`src/rtl/bra_pkg.sv`:
```
package bra_pkg;
    typedef enum logic [1:0] {
        POL_FALL   = 2'b00,
        POL_LIKELY = 2'b01,
        POL_DELAY  = 2'b10,
        POL_SPARE  = 2'b11
    } policy_e;

    typedef enum logic [1:0] {
        SLOT_EMPTY = 2'b00,
        SLOT_LIVE  = 2'b01,
        SLOT_VOID  = 2'b10
    } slot_e;
endpackage

```
`src/rtl/bra_annul_policy.sv`:
```
module bra_annul_policy
    import bra_pkg::*;
(
    input  logic [1:0] policy,
    input  logic       live_branch,
    input  logic       taken,
    output logic       kill
);
    policy_e pol;
    assign pol = policy_e'(policy);

    always_comb begin
        kill = 1'b0;
        if (live_branch) begin
            unique case (pol)
                POL_FALL:   kill = taken;
                POL_LIKELY: kill = !taken;
                POL_DELAY:  kill = 1'b0;
                POL_SPARE:  kill = taken;   // spare code acts as fall-through
                default:    kill = 1'b0;
            endcase
        end
    end

    always_comb begin
        a_r8_no_kill_without_branch: assert (live_branch || !kill);
    end
endmodule

```
`src/rtl/bra_next_pc.sv`:
```
module bra_next_pc #(
    parameter int ADDR_W      = 32,
    parameter int INSTR_BYTES = 4
) (
    input  logic [ADDR_W-1:0] cur_pc,
    input  logic              redirect,
    input  logic [ADDR_W-1:0] target,
    output logic [ADDR_W-1:0] nxt_pc
);
    localparam logic [ADDR_W-1:0] STEP = ADDR_W'(INSTR_BYTES);

    logic [ADDR_W-1:0] seq_pc;
    assign seq_pc = cur_pc + STEP;

    always_comb begin
        nxt_pc = redirect ? target : seq_pc;
    end
endmodule

```
`src/rtl/bra_slot_fsm.sv`:
```
module bra_slot_fsm
    import bra_pkg::*;
#(
    parameter int              ADDR_W   = 32,
    parameter logic [ADDR_W-1:0] RESET_PC = 32'h0000_1000
) (
    input  logic              clk,
    input  logic              rst_n,
    input  logic              stall,
    input  logic              kill,
    input  logic [ADDR_W-1:0] nxt_pc,
    output logic [ADDR_W-1:0] fetch_pc,
    output logic [ADDR_W-1:0] dec_pc,
    output logic              dec_live
);
    slot_e state_q, state_d;

    // next-state selection: fill, annul, hold
    always_comb begin
        state_d = state_q;
        unique case (state_q)
            SLOT_EMPTY, SLOT_LIVE, SLOT_VOID: begin
                if (!stall) state_d = kill ? SLOT_VOID : SLOT_LIVE;
            end
            default: state_d = SLOT_EMPTY;
        endcase
    end

    // state register
    always_ff @(posedge clk) begin
        if (!rst_n) state_q <= SLOT_EMPTY;
        else        state_q <= state_d;
    end

    // address registers
    always_ff @(posedge clk) begin
        if (!rst_n) begin
            fetch_pc <= RESET_PC;
            dec_pc   <= RESET_PC;
        end else if (!stall) begin
            fetch_pc <= nxt_pc;
            dec_pc   <= fetch_pc;
        end
    end

    // outputs decoded from state
    always_comb begin
        dec_live = 1'b0;
        unique case (state_q)
            SLOT_LIVE:             dec_live = 1'b1;
            SLOT_EMPTY, SLOT_VOID: dec_live = 1'b0;
            default:               dec_live = 1'b0;
        endcase
    end

    a_r7_stall_hold: assert property (@(posedge clk) disable iff (!rst_n)
        stall |=> ($stable(fetch_pc) && $stable(dec_pc) && $stable(dec_live)));

    a_r10_dec_follows_fetch: assert property (@(posedge clk) disable iff (!rst_n)
        !stall |=> (dec_pc == $past(fetch_pc)));
endmodule

```
`src/rtl/bra_annul_ctrl.sv`:
```
module bra_annul_ctrl
    import bra_pkg::*;
#(
    parameter int                ADDR_W      = 32,
    parameter int                INSTR_BYTES = 4,
    parameter logic [ADDR_W-1:0] RESET_PC    = 32'h0000_1000
) (
    input  logic              clk,
    input  logic              rst_n,
    input  logic              stall,
    input  logic [1:0]        policy,
    input  logic              br_valid,
    input  logic              br_taken,
    input  logic [ADDR_W-1:0] br_target,
    output logic [ADDR_W-1:0] fetch_pc,
    output logic [ADDR_W-1:0] next_pc,
    output logic              slot_kill,
    output logic [ADDR_W-1:0] dec_pc,
    output logic              dec_live
);
    localparam logic [ADDR_W-1:0] STEP = ADDR_W'(INSTR_BYTES);

    logic live_branch;
    logic redirect;

    assign live_branch = dec_live && br_valid;
    assign redirect    = live_branch && br_taken;

    bra_annul_policy u_policy (
        .policy      (policy),
        .live_branch (live_branch),
        .taken       (br_taken),
        .kill        (slot_kill)
    );

    bra_next_pc #(
        .ADDR_W      (ADDR_W),
        .INSTR_BYTES (INSTR_BYTES)
    ) u_npc (
        .cur_pc   (fetch_pc),
        .redirect (redirect),
        .target   (br_target),
        .nxt_pc   (next_pc)
    );

    bra_slot_fsm #(
        .ADDR_W   (ADDR_W),
        .RESET_PC (RESET_PC)
    ) u_slot (
        .clk      (clk),
        .rst_n    (rst_n),
        .stall    (stall),
        .kill     (slot_kill),
        .nxt_pc   (next_pc),
        .fetch_pc (fetch_pc),
        .dec_pc   (dec_pc),
        .dec_live (dec_live)
    );

    a_r3_taken_redirect: assert property (@(posedge clk) disable iff (!rst_n)
        (!stall && dec_live && br_valid && br_taken) |=> (fetch_pc == $past(br_target)));

    a_r2_sequential: assert property (@(posedge clk) disable iff (!rst_n)
        (!stall && !(dec_live && br_valid && br_taken)) |=> (fetch_pc == $past(fetch_pc) + STEP));

    a_r4_fall_taken_void: assert property (@(posedge clk) disable iff (!rst_n)
        (!stall && dec_live && br_valid && br_taken && policy == 2'b00) |=> !dec_live);

    a_r6_delay_keeps: assert property (@(posedge clk) disable iff (!rst_n)
        (!stall && policy == 2'b10) |=> dec_live);
endmodule

```
`config.mk`:
```
export PLATFORM = sky130hd
export DESIGN_NAME = bra_annul_ctrl
export DESIGN_NICKNAME = d
export VERILOG_FILES = /design/src/rtl/bra_pkg.sv /design/src/rtl/bra_annul_policy.sv /design/src/rtl/bra_next_pc.sv /design/src/rtl/bra_slot_fsm.sv /design/src/rtl/bra_annul_ctrl.sv
export SDC_FILE = /design/constraint.sdc
export NUM_CORES = 1
export LEC_CHECK = 0
export ABC_AREA = 1
export BUFFER_PORTS_ARGS = -buffer_cell sky130_fd_sc_hd__buf_4
export CAP_MARGIN = 10
export CORE_MARGIN = 2
export CORE_UTILIZATION = 50
export CTS_CLUSTER_SIZE = 28
export DETAILED_ROUTE_END_ITERATION = 7
export PLACE_DENSITY = 0.78
export SLEW_MARGIN = 20
export SYNTH_ARGS = -nofsm -noshare
export SYNTH_HDL_FRONTEND = slang
export SYNTH_SLANG_ARGS = --single-unit
export TNS_END_PERCENT = 50
```
`constraint.sdc`:
```
create_clock -name clk -period 2.2 [get_ports clk]
set_input_delay 0.55 -clock clk [delete_from_list [all_inputs] [get_ports clk]]
set_output_delay 0.55 -clock clk [all_outputs]
set_load 0.01 [all_outputs]
```
=== Yosys cells after proc, flatten, opt, wreduce, memory -nomap -nowiden ===
Cells that the tools add are included.

* Register bits: 66
* Bits of input ports: 39
* Output and inout port bits: 98
* Logic and storage cells: 22

* Add/sub/neg operators: 1
* Equal/unequal tests: 5
* Reductions and logical operators: 8
* Multiplexer cells: 5

{| class="wikitable"
|+ Operator list
! kind !! number
|-
| 32-bit by 3-bit adder with 32-bit output, second input constant || 1
|-
| 32-bit two-way mux || 1
|-
| 2-bit == test, second input constant || 3
|-
| 2-bit by 1-bit == test with 1-bit output, second input constant || 2
|-
| 2-bit zero test || 2
|-
| 1-bit one-hot mux with 3 select lines || 1
|-
| 3-bit OR reduction || 1
|-
| 1-bit logical AND || 2
|-
| 1-bit two-way mux || 2
|-
| 2-bit two-way mux || 1
|-
| 2-bit AND reduction || 1
|-
| 2-bit OR reduction || 1
|-
| 1-bit zero test || 1
|}

=== Logic depth before layout (Yosys ltp) ===
Gate-level depths: netlist of run 1.

* Depth after elaboration: 5
* Depth in mapped cells: 11
* Gate-level depth less buffers: 11

=== Cells and area by module ===
Synthesis of run 1 repeated with hierarchy kept, for this count alone.

* Cell total of the unflattened synthesis: 577
* Area, all modules: 3,593.4 µm²

{| class="wikitable"
|+ Modules (own cells, without submodules)
! module !! cells each !! area each (µm²) !! instances
|-
| bra_slot_fsm || 291 || 2,332.2 || 1
|-
| bra_next_pc || 276 || 1,211.2 || 1
|-
| bra_annul_policy || 6 || 32.5 || 1
|-
| bra_annul_ctrl || 4 || 17.5 || 1
|}

=== Least setup slack after synthesis of run 1 ===
No wires, ideal clock.

* Path type: register to output
* From: reg u_slot.fetch_pc[3]
* To: out next_pc[18]
* Required time: 1,650 ps
* Path slack: 231 ps
* Cell stages (with the launch flop): 9
* Data arrival time: 1,419 ps
* Buffers on the path: 0
* Path through: dfxtp_1 -> ha_1 -> nand2_2 -> nor2_4 -> nand2_4 -> nor2_4 -> nand2_1 -> nand3_1 -> o21ai_0

* Cells in the longest elaborated chain, start to end: 2

{| class="wikitable"
|+ RTL lines
! element !! line !! source
|-
| start: declaration || bra_slot_fsm.sv:12 || <nowiki>output logic [ADDR_W-1:0] fetch_pc,</nowiki>
|-
| start signal: assignment || bra_slot_fsm.sv:41 || <nowiki>fetch_pc <= nxt_pc;</nowiki>
|-
| 32-bit by 3-bit adder with 32-bit output || bra_next_pc.sv:13 || <nowiki>assign seq_pc = cur_pc + STEP;</nowiki>
|-
| 32-bit two-way mux || bra_next_pc.sv:16 || <nowiki>nxt_pc = redirect ? target : seq_pc;</nowiki>
|-
| end: declaration || bra_annul_ctrl.sv:16 || <nowiki>output logic [ADDR_W-1:0] next_pc,</nowiki>
|}

No other way between the ends.

=== Final worst setup path of run 1 ===
* From: reg u_slot.fetch_pc[3]
* To: out next_pc[23]

The elaborated chain is that of the path after synthesis.

==> metrics list, run 1 <==
* Number of pins with negative max-slew slack in the final report: 0
- Most used DFF post-synth: dfxtp_1
* Number of violations of the max-capacitance limit: 0
- Entering global routing, the biggest net connects 38 pins.
* Global-route wire length before repair: about 20000 µm
- The share of the Yosys chip area taken by registers is 0.3592.
- Drc violations: 0
* Utilization after layout: 0.7620
- Adding up every negative setup slack in the final design gives -2.316 ns.
- CTS H-tree depth: 3
* Max-Slew Margin vs Limit: 0.7075
- Initial Util: 0.5126
- Final hold viol count: 0
- Setup Viol. Count Final: 24
- Routability-driven placement finished with a final weighted congestion of 0.9044.
- Avg Cell Area, Syn: between 6 and 7 µm²
- Static leakage power: 2.742 nW
- CTS saw 66 sinks.
- During synthesis, Yosys emitted a total of 0 warnings.
* Worst path arrival time: between 1.5 and 2 ns
* Final HPWL DP: about 8700 µm
- Total of fill cells in the finished design: 582
* Arithmetic-cell share of the synthesized area counting full adders, half adders and majority gates: 0.006803
- Cell types with the highest counts after synthesis: 142 x nand2_1, 81 x inv_1, 66 x a21oi_1, 66 x dfxtp_1, 60 x o21ai_0
- Clock tree synthesis inserted a total of 9 buffers.
- Routed wire length: 12480 µm
- Violations in the final reports: negative setup slack
* Initial DRC count: 226
* Routed via count divided by cell count: 5.245
- Peak fanout along the critical path: 6
- Number of nets in the layout: 770
- Detailed routing inserted a total of 4369 vias.
- Share of synthesized cell area in and, or, nand and nor gates: 0.3156
- The synthesized netlist occupies a cell area of 0.003679 mm².
- From synthesis to final layout, the design area changed by 48.64%.
* Outcome: finished with violations
- The initial antenna violation count is 0.
* Fraction of the mapped netlist area in compound gates: 0.1966
- IR analysis of the VDD net gives a maximum drop of 0.4774 mV.
- Maximum clock rate: 424.4 MHz
- The longest clock path from root to sink contains 2 buffers.
- After floorplanning, the core was sized to cover 0.007176 mm².
- Wire per inst: 14.99 µm
- Most used standard cell by instance count after synthesis: nand2_1
- The tree is rooted in a clkbuf_8.
* Number of global-route vias before repair: 4132
- Clock-pin slew was measured on the worst setup and hold paths at 0.08 ns.
* Transition time of the tightest slew-check pin: 0.4387 ns
- Number of placement rows: 31
- Antenna violation net count after detailed routing: 0
* Inserted Diodes: 0
- In the post-route analysis, the smallest setup slack over all paths is -0.1562 ns.
- Counting flops and latches in the post-synthesis netlist gives 66.
- In this run the count of I/O pins placed on the die edge is 137.
- By area, the combinational part of the netlist is dominated by simple AND/OR/NAND/NOR gates.
- Cell area power density: 621.1 mW/mm²
- The die covers 0.008060 mm².
* Count of distinct cell types in the synthesized netlist: 28
- Largest area contributor in the netlist: dfxtp_1
- After synthesis, the share of cell area in mux cells is 0.
- Input and output buffers added on the ports amount to 136.
- Category of the critical setup timing path: flop to output pin
* TritonCTS clock tree: yes
- STA classifies the critical path endpoint as an output pin.
- The number of nets in the synthesized netlist is slightly above 600.
* CP Launch Type: flop
- Ranked by total cell area, the synthesized netlist is headed by dfxtp_1 36%, nand2_1 14%, a21oi_1 9.0%.
- After synthesis, the share of flip-flops with an asynchronous set or reset is 0.
* Number of standard cells after synthesis: about 570
* Residual overflow from global routing: 0
* Classification of the worst-slack hold path: input port to flop
- Critical Path RT: 1.65 ns
- Share of layout cells above drive strength 1: 0.3638
- Setup repair after global routing could not meet its margin everywhere.
- Measured along the y axis, the die boundary spans between 80 and 90 µm.
* Min Clock Period, post-route: 2.356 ns
- Worst skew pair latency: 0.36 ns
* 1st-pass router iterations: 5
- The die is 89.78 µm wide.
* Fraction of the cycle the final worst path needs: 1.071
- The share of synthesized area in the top cell type comes to 0.3592.
- Synthesized-area fraction occupied by xor and xnor cells: 0.002381
- In the global route stage, overall resource usage came out at 0.3035.
* Worst clock skew: between 0.007 and 0.008 ns
- Counting flops with a built-in enable in the synthesized netlist gives 0.
worst max-delay path, stage by stage (launching register included):
cell and delay [ns]:
dfxtp_2 0.36, buf_6 0.12, nand2_2 0.07, nor2_8 0.18, nand2_4 0.10, nor2_4 0.16, nand2_1 0.08, nand2_1 0.07
nand3_1 0.11, nand2_1 0.09, buf_4 0.11
registers in the layout, summed over array words and instances (netlist names):
name,flops
u_slot.dec_pc,32
u_slot.state_q,2
u_slot.fetch_pc,32
cell usage in the layout, fill, tap and decap left out, drive strengths merged:
cell    synthesis  final
a211oi          1      1
a21oi          66     66
a31oi           5      5
buf            10    172
bufinv          0      3
clkbuf         16      9
clkinv          1      2
dfxtp          66     66
ha              2      2
inv            82     85
nand2         150    150
nand3          53     53
nand3b          1      1
nand4           1      1
nor2           49     49
o211ai          4      4
o21ai          64     64
xnor2           1      1
metrics by stage:
step / instances / power, mW / hold WS (ns) / area, µm² / worst slack [ns]
detailed placement: 803 / 2.058 / 0.4986 / 4873 / 0.1082
global placement: 803 / 2.043 / 0.4825 / 4873 / 0.1551
finish: 833 / 3.396 / 0.5079 / 5468 / -0.1562
CTS: 828 / 3.381 / 0.4988 / 5303 / -0.1542
global route: 833 / 3.541 / 0.5221 / 5468 / -0.2732
floorplan: 572 / 1.694 / 0.4726 / 3679 / 0.2311
metal layers:
metal | track usage | vias to the layer above | routed length [µm]
li1 | - | 2168 | -
met1 | 0.3683 | 1993 | 5048
met2 | 0.5347 | 188 | 6184
met3 | 0.05951 | 20 | 968
met4 | 0.1103 | 0 | 281
met5 | 0 | - | 0
logic make-up after synthesis:
| family | after synthesis |
|---|---|
| DFF | 66 |
| and+or+nand+nor | 254 |
| buffers and inverters | 109 |
| adders and majority gates | 2 |
| xor gates and xnor gates | 1 |
| AOI/OAI and AO/OA | 140 |
repair_timing:
item	in CTS	in global routing
resized for setup	38	45
pin swaps	9	9
buffers inserted	9	5
setup endpoints to repair	29	30
hold buffers	0	0
worst paths after layout:
kind         cells past startpoint                from             endpoint  slack [ns]
max                             10  u_slot.fetch_pc[3]          next_pc[23]       -0.16
max reg2reg                     16  u_slot.fetch_pc[2]  u_slot.fetch_pc[16]       -0.03
min reg2reg                      2  u_slot.fetch_pc[0]     u_slot.dec_pc[0]        0.52
min                              5       br_target[17]  u_slot.fetch_pc[17]        0.51
power by group:
part	total, mW	internal (mW)	switching, mW
clock network	1.30	0.764	0.533
registers	1.35	1.28	0.0737
logic	0.746	0.352	0.395
final cells by class:
| cell class | instances | area, µm² | area share |
|---|---|---|---|
| multi-input combinational | 397 | 2107 | 0.3854 |
| clock buffer | 9 | 123.9 | 0.02265 |
| timing repair buffer | 172 | 1326 | 0.2426 |
| tap | 99 | 123.9 | 0.02265 |
| sequential | 66 | 1350 | 0.2469 |
| inverter | 83 | 311.5 | 0.05698 |
| clock inverter | 7 | 125.1 | 0.02288 |
Note: power is estimated with default switching activity, not from simulation.
==> run 2: changes to the inputs <==
==> constraint.sdc (replaced) <==
create_clock -name clk -period 2.6 [get_ports clk]
set_input_delay 0.65 -clock clk [delete_from_list [all_inputs] [get_ports clk]]
set_output_delay 0.65 -clock clk [all_outputs]
set_load 0.01 [all_outputs]
==> run 2 against run 1 <==
  * Combinational power down 24%
  * Highest routed layer unchanged
  * The flow now finishes without violations
  * Clock skew up 0.0032 ns
  * Register-to-register slack better by 1.0 ns
  * Largest cell class unchanged
  * Sequential share of layout area increased by 1.5 points
  * Wire length fell by 6.7%
  * Global-route usage down 2.1 points
  * Final cell count shrank 2.9%
  * Hold slack gained 0.0012 ns
==> metrics list, run 2 (synthesis results as in run 1) <==
* Worst skew pair latency: 0.35 ns
- Utilization after layout: 0.7153
- Crit. End Element: output pin
- The first global-routing pass estimated roughly 19000 µm of wire.
* Max clock buf depth: 2
- The min-delay analysis places its worst path in the category flop to flop.
* Critical-path top delay cell: dfxtp_4
- Total of fill cells in the finished design: between 600 and 700
* 1st-pass router iterations: 5
- Share of layout cells above drive strength 1: 0.3042
* Number of pins with negative max-slew slack in the final report: 0
- After detailed routing, the number of vias per cell comes to 5.241.
- Wire per inst: 14.40 µm
- Final HPWL DP: about 8000 µm
* Longest individual stage delay on the worst path: 0.38 ns
* Cell area power density: ~530 mW/mm²
* Setup tns final: 0 ns
* Die X: 89.78 µm
- The net count of the finished layout is 746.
- For this design, the sink count on the clock tree is between 60 and 70.
- Drc violations: 0
* Top flop regs: u_slot.dec_pc: 32 flops, u_slot.fetch_pc: 32 flops, u_slot.state_q: 2 flops
- Clock slew at reported path FFs: about 0.080 ns
* Clock tree root buffer cell: clkbuf_8
- Traced cell by cell, the critical path runs through ha_4 -> nand2_2 -> nor2_4 -> nand2_4 -> nor2_4 -> nand2_1 -> nand2_1 -> nand3_2 -> nand2_1 -> buf_4.
* Outcome: completed
* Static leakage power: 2.583 nW
- Worst path arrival time: 1.92 ns
* Peak fanout along the critical path: 6
* Number of placement rows: 31
* Cell Area, Placed: 0.004758 mm²
- Fraction of the cycle the final worst path needs: 0.9887
- Static timing analysis puts the maximum clock frequency at between 300 and 400 MHz.
- Die area: 0.008060 mm²
* Boundary Pins: around 140
* Cell area after layout: about 0.0051 mm²
- Routed wire length: 11650 µm
* Worst clock skew: 0.01109 ns
- In this run the tightest slew margin relative to its limit is 0.6220.
* Routability congestion estimate: roughly 0.94
- The tool flagged a number of max-cap violations equal to 0.
- Antenna violation net count after detailed routing: 0
* Overall track demand over capacity in global routing: 0.2822
- For this configuration, the core starts out at a cell density of 0.5126.
- The share of total power dissipated in combinational logic is 0.208.
* Initial DRC count: ~230
* Most used cells in the layout excluding fill and tap cells: 146 x buf_4, 140 x nand2_1, 81 x inv_1
- Transition time of the tightest slew-check pin: 0.5662 ns
* Total vias in the final route: 4240
* Pin count of the biggest net entering global routing: 53
- Cell with the most instances on the worst path: nand2_1
- Input and output buffers added on the ports amount to 136.
- Growth of design area from synthesis to finish: 39.52%
* Min-Delay Path Depth: 2
* Share of total power in the clock network: 0.371
* Residual overflow from global routing: 0
* Inserted Diodes: 0
- NetSw: around 0.8 mW
- Die height: 89.78 µm
- CP Launch Type: flop
- Of the total power, registers draw 0.421.
* CTS H-tree depth: 3
- Setup Viol. Count Final: 0
* Internal: ~1.9 mW
- The worst setup path is of the flop to output pin kind.
- The number of global-route vias before repair came to 3900.
- Final hold viol count: 0
- Min Clock Period, post-route: 2.571 ns
- Worst supply voltage drop on vdd: 0.3587 mV
* Placeable core region: 0.007176 mm²
* Commonest non-fill, non-tap cell in the layout: buf_4
- Critical Path RT: ~2 ns
* Switching portion of total power: 0.3021
- The initial antenna violation count came to 0.
- TritonCTS built the clock tree.
- Depth of the worst register-to-register path: 9
- Number of buffers added by the clock tree synthesis step: 9
[run 2: cell types whose count changed in the layout (fill, tap and decap cells not counted), moves of 5 or more]
| cell | before | now |
|---|---|---|
| nor2_1 | 25 | 31 |
| o21ai_1 | 12 | 3 |
| nand2_1 | 133 | 140 |
| o21ai_0 | 49 | 60 |
| nand3_1 | 40 | 47 |
| nand2_2 | 13 | 8 |
| buf_4 | 166 | 146 |
| nand3_2 | 12 | 6 |
[run 2: path summary, 6_finish.rpt]
check | startpoint | end | slack, ns
worst max register to register | u_slot.fetch_pc[13] | u_slot.fetch_pc[21] | 0.98
worst min-delay path | u_slot.state_q[0] | u_slot.state_q[0] | 0.51
worst max-delay path | u_slot.fetch_pc[2] | next_pc[22] | 0.03
worst min register to register | u_slot.state_q[0] | u_slot.state_q[0] | 0.51
[run 2: final cells by class]
class | count | area (µm²) | area share
Multi-Input combinational cell | 397 | 1983 | 0.3864
Sequential cell | 66 | 1344 | 0.2618
Timing Repair Buffer | 148 | 1136 | 0.2214
Inverter | 83 | 314.1 | 0.06119
Clock buffer | 9 | 123.9 | 0.02413
Tap cell | 99 | 123.9 | 0.02413
Clock inverter | 7 | 107.6 | 0.02097
[run 2: worst max-delay path, delay by kind of cell, from the launching register on]
kind | cells | cell delay, ns
simple gates | 8 | 0.93
flops | 1 | 0.38
fa+ha+maj | 1 | 0.13
buf+inv | 1 | 0.11
[run 2: through the flow]
stage / std cells / setup slack, ns / power, mW / hold WS (ns)
after detailed placement: 786 / 0.2867 / 1.719 / 0.4927
after global placement: 786 / 0.3079 / 1.706 / 0.4842
after floorplan: 572 / 0.5311 / 1.434 / 0.4726
final: 809 / 0.02944 / 2.726 / 0.5091
after CTS: 803 / 0.002889 / 2.720 / 0.5091
after global routing: 809 / -0.05674 / 2.851 / 0.5337
[run 2: timing repair]
action,4_1_cts,5_1_grt
setup buffers,1,6
hold buffers,0,0
hold endpoints to repair,0,0
resized for setup,6,28
pin swaps,1,8
setup endpoints to repair,10,20
[run 2: power by group through the flow]
stage / Clock, mW / Combinational (mW) / Sequential (mW)
floorplan: 0 / 0.250 / 1.18
global placement: 0 / 0.540 / 1.17
detailed placement: 0 / 0.552 / 1.17
CTS: 1.02 / 0.556 / 1.14
global route: 1.07 / 0.622 / 1.16
finish: 1.01 / 0.567 / 1.15
[run 2: routing by layer]
metal	vias up	wire, µm	track usage
li1	2108	-	-
met1	1944	4899	0.3594
met2	166	5604	0.4785
met3	22	904	0.05784
met4	0	242	0.09615
met5	-	0	0
==> run 3: changes to the inputs <==
--- a/config.mk
+++ b/config.mk
@@ -13,6 +13,7 @@
 export CTS_CLUSTER_SIZE = 28
 export DETAILED_ROUTE_END_ITERATION = 7
 export PLACE_DENSITY = 0.78
+export SETUP_SLACK_MARGIN = 0.3
 export SLEW_MARGIN = 20
 export SYNTH_ARGS = -nofsm -noshare
 export SYNTH_HDL_FRONTEND = slang
==> run 3 against run 2 <==
  * Core utilization increased by 6.2 points
  * Combinational power increased by 14%
  * First-iteration DRC count increased by 25%
  * Non-clock buffer count increased by 26
  * Wire length increased by 13%
  * Highest routed layer unchanged
==> metrics list, run 3 (synthesis results as in run 1) <==
* Min Clock Period, post-route: approximately 2.6 ns
- Setup slack closes at between 0.04 and 0.05 ns.
- Entering global routing, the biggest net connects 53 pins.
- The cell sitting at the root of the clock tree is a clkbuf_8.
- Number of nets in the layout: 773
* Worst path arrival time: 1.91 ns
- For this run the aggregate overflow at the end of global routing stands at 0.
- TritonCTS built the clock tree.
- CTS H-tree depth: 3
- Initial Util: 0.5126
- CP Launch Type: flop
- VDD sags by at most 0.3612 mV.
- The area growth from synthesis to layout is 51.63%.
* Die X: ~90 µm
- Max-Slew Margin vs Limit: 0.5982
- Classification of the worst-slack hold path: flop to flop
- Peak fanout along the critical path: 6
- For this run, the total global-route usage over all layers was measured as 0.3018.
- The largest registers in the layout are u_slot.dec_pc: 32 flops, u_slot.fetch_pc: 32 flops, u_slot.state_q: 2 flops.
- Max clock buf depth: 2
- Share of layout cells above drive strength 1: 0.3786
* Static leakage power: between 2 and 3 nW
- Number of violations of the max-capacitance limit: 0
- The total area inside the core boundary comes to between 0.007 and 0.008 mm².
* Wire per inst: 15.72 µm
* Boundary Pins: approximately 140
- The largest individual stage delay along the critical path comes from the cell dfxtp_4.
- The hold violation total from the final report came to 0.
- On the final layout, the worst clock skew is 0.009978 ns.
- Number of buffers added by the clock tree synthesis step: 9
* Transition time of the tightest slew-check pin: 0.6019 ns
- Critical Path RT: roughly 2.0 ns
* Global-route wire length before repair: 19980 µm
- Routed wire length: 13140 µm
- In the routed layout, each cell is associated on average with a via count of ~5.4.
- The number of global-route vias before repair is 4152.
* Routability congestion estimate: 0.9435
- 1st-pass router iterations: 5
* Number of antenna violations at the first check in global routing: 0
- Commonest non-fill, non-tap cell in the layout: buf_4
* Number of pins with negative max-slew slack in the final report: 0
- Setup violations remaining at the end of the flow were counted as 0.
- Longest individual stage delay on the worst path: between 0.3 and 0.4 ns
* Total of hold buffers inserted after clock tree synthesis: 0
* Cell area power density: 505.2 mW/mm²
- Antenna violation net count after detailed routing: 0
- DP Cell Count: just under 800
* Setup repair after global routing missed its margin: yes
- # clock sinks: between 60 and 70
- Total vias in the final route: 4511
* Crit. End Element: output pin
* Die height: around 90 µm
- Walking the worst path, the cells encountered are ha_4 -> nand2_4 -> nor2_4 -> nand2_4 -> nor2_4 -> nand3_1 -> nand3_2 -> nand2_2 -> buf_6.
* Most used cells in the layout excluding fill and tap cells: 154 x buf_4, 126 x nand2_1, 81 x inv_1
- At the placement stage, the worst setup path has a slack of 0.2867 ns.
- The repair_antennas step left the layout with diodes totalling 0.
- Detailed placement finished with a half-perimeter wire length of around 8000 µm.
- Number of placement rows: 31
- The die covers ~0.0081 mm².
* Fin cells: 836
- Outcome: completed
* Fraction of the cycle the final worst path needs: 0.9835
- Maximum clock rate: approximately 390 MHz
* Port Buf Inserts: 136
* Total of fill cells in the finished design: 540
- After clock tree synthesis, the clock-pin slew on the worst setup and hold paths is around 0.090 ns.
- The first routing iteration left roughly 280 violations.
- The critical path is of the flop to output pin type.
- The clock reaches the later pin of the worst-skew pair after 0.35 ns.
- In the routed design, unresolved DRC markers number 0.
[run 3: changes by cell type in the layout (fill, tap and decap cells not counted), sizes merged]
cell / before / now
clkinv: 0 / 1
buf: 148 / 174
[run 3: final timing paths]
check,from,endpoint,slack (ns),cells past startpoint
worst max-delay path,u_slot.fetch_pc[2],next_pc[22],0.04,9
worst min register to register,u_slot.fetch_pc[1],u_slot.dec_pc[1],0.52,2
worst max register to register,u_slot.fetch_pc[2],u_slot.fetch_pc[22],0.14,20
worst min-delay path,u_slot.fetch_pc[1],u_slot.dec_pc[1],0.52,2
[run 3: power by group]
group	switching [mW]	total [mW]	internal (mW)
combinational	0.336	0.644	0.308
clock	0.460	1.02	0.560
sequential	0.0724	1.15	1.08
[run 3: metal layers]
metal,track usage,up-vias,wire length [µm]
met3,0.06119,44,1140
li1,-,2161,-
met1,0.3730,2072,5072
met5,0,-,0
met4,0.1205,0,465
met2,0.5170,234,6467
[run 3: metrics by stage]
step | setup TNS (ns) | hold WS (ns) | area (µm²) | utilization | total power, mW
after floorplan | 0 | 0.4726 | 3679 | - | 1.434
after global placement | 0 | 0.4842 | 4758 | 0.6631 | 1.706
after detailed placement | 0 | 0.4927 | 4758 | 0.6631 | 1.719
after CTS | 0 | 0.5091 | 5326 | 0.7423 | 2.769
after global routing | -0.02889 | 0.5337 | 5578 | 0.7773 | 2.936
final | 0 | 0.5188 | 5578 | 0.7773 | 2.818
[run 3: worst max-delay path, delay by kind of cell, from the launching register on]
kind,cells,cell delay (ns)
and+or+nand+nor,7,0.91
adders and majority gates,1,0.15
buffers and inverters,1,0.12
DFF,1,0.38
[run 3: cell type report]
| cell class | instances | area (µm²) | share of cell area |
|---|---|---|---|
| flip-flops and latches | 66 | 1363 | 0.2443 |
| multi-input cells | 397 | 2128 | 0.3816 |
| clock inverters | 7 | 107.6 | 0.01929 |
| repair buffers | 174 | 1399 | 0.2508 |
| clock buffers | 9 | 123.9 | 0.02221 |
| repair inverters | 1 | 8.758 | 0.001570 |
| inverters | 83 | 324.1 | 0.05810 |
| well taps | 99 | 123.9 | 0.02221 |
[run 3: repair_timing]
item | 4_1_cts | 5_1_grt
gates cloned | 0 | 1
resized for setup | 54 | 52
setup endpoints to repair | 31 | 34
setup buffers | 24 | 9
endpoints found under the hold margin | 0 | 0
pin swaps | 18 | 22
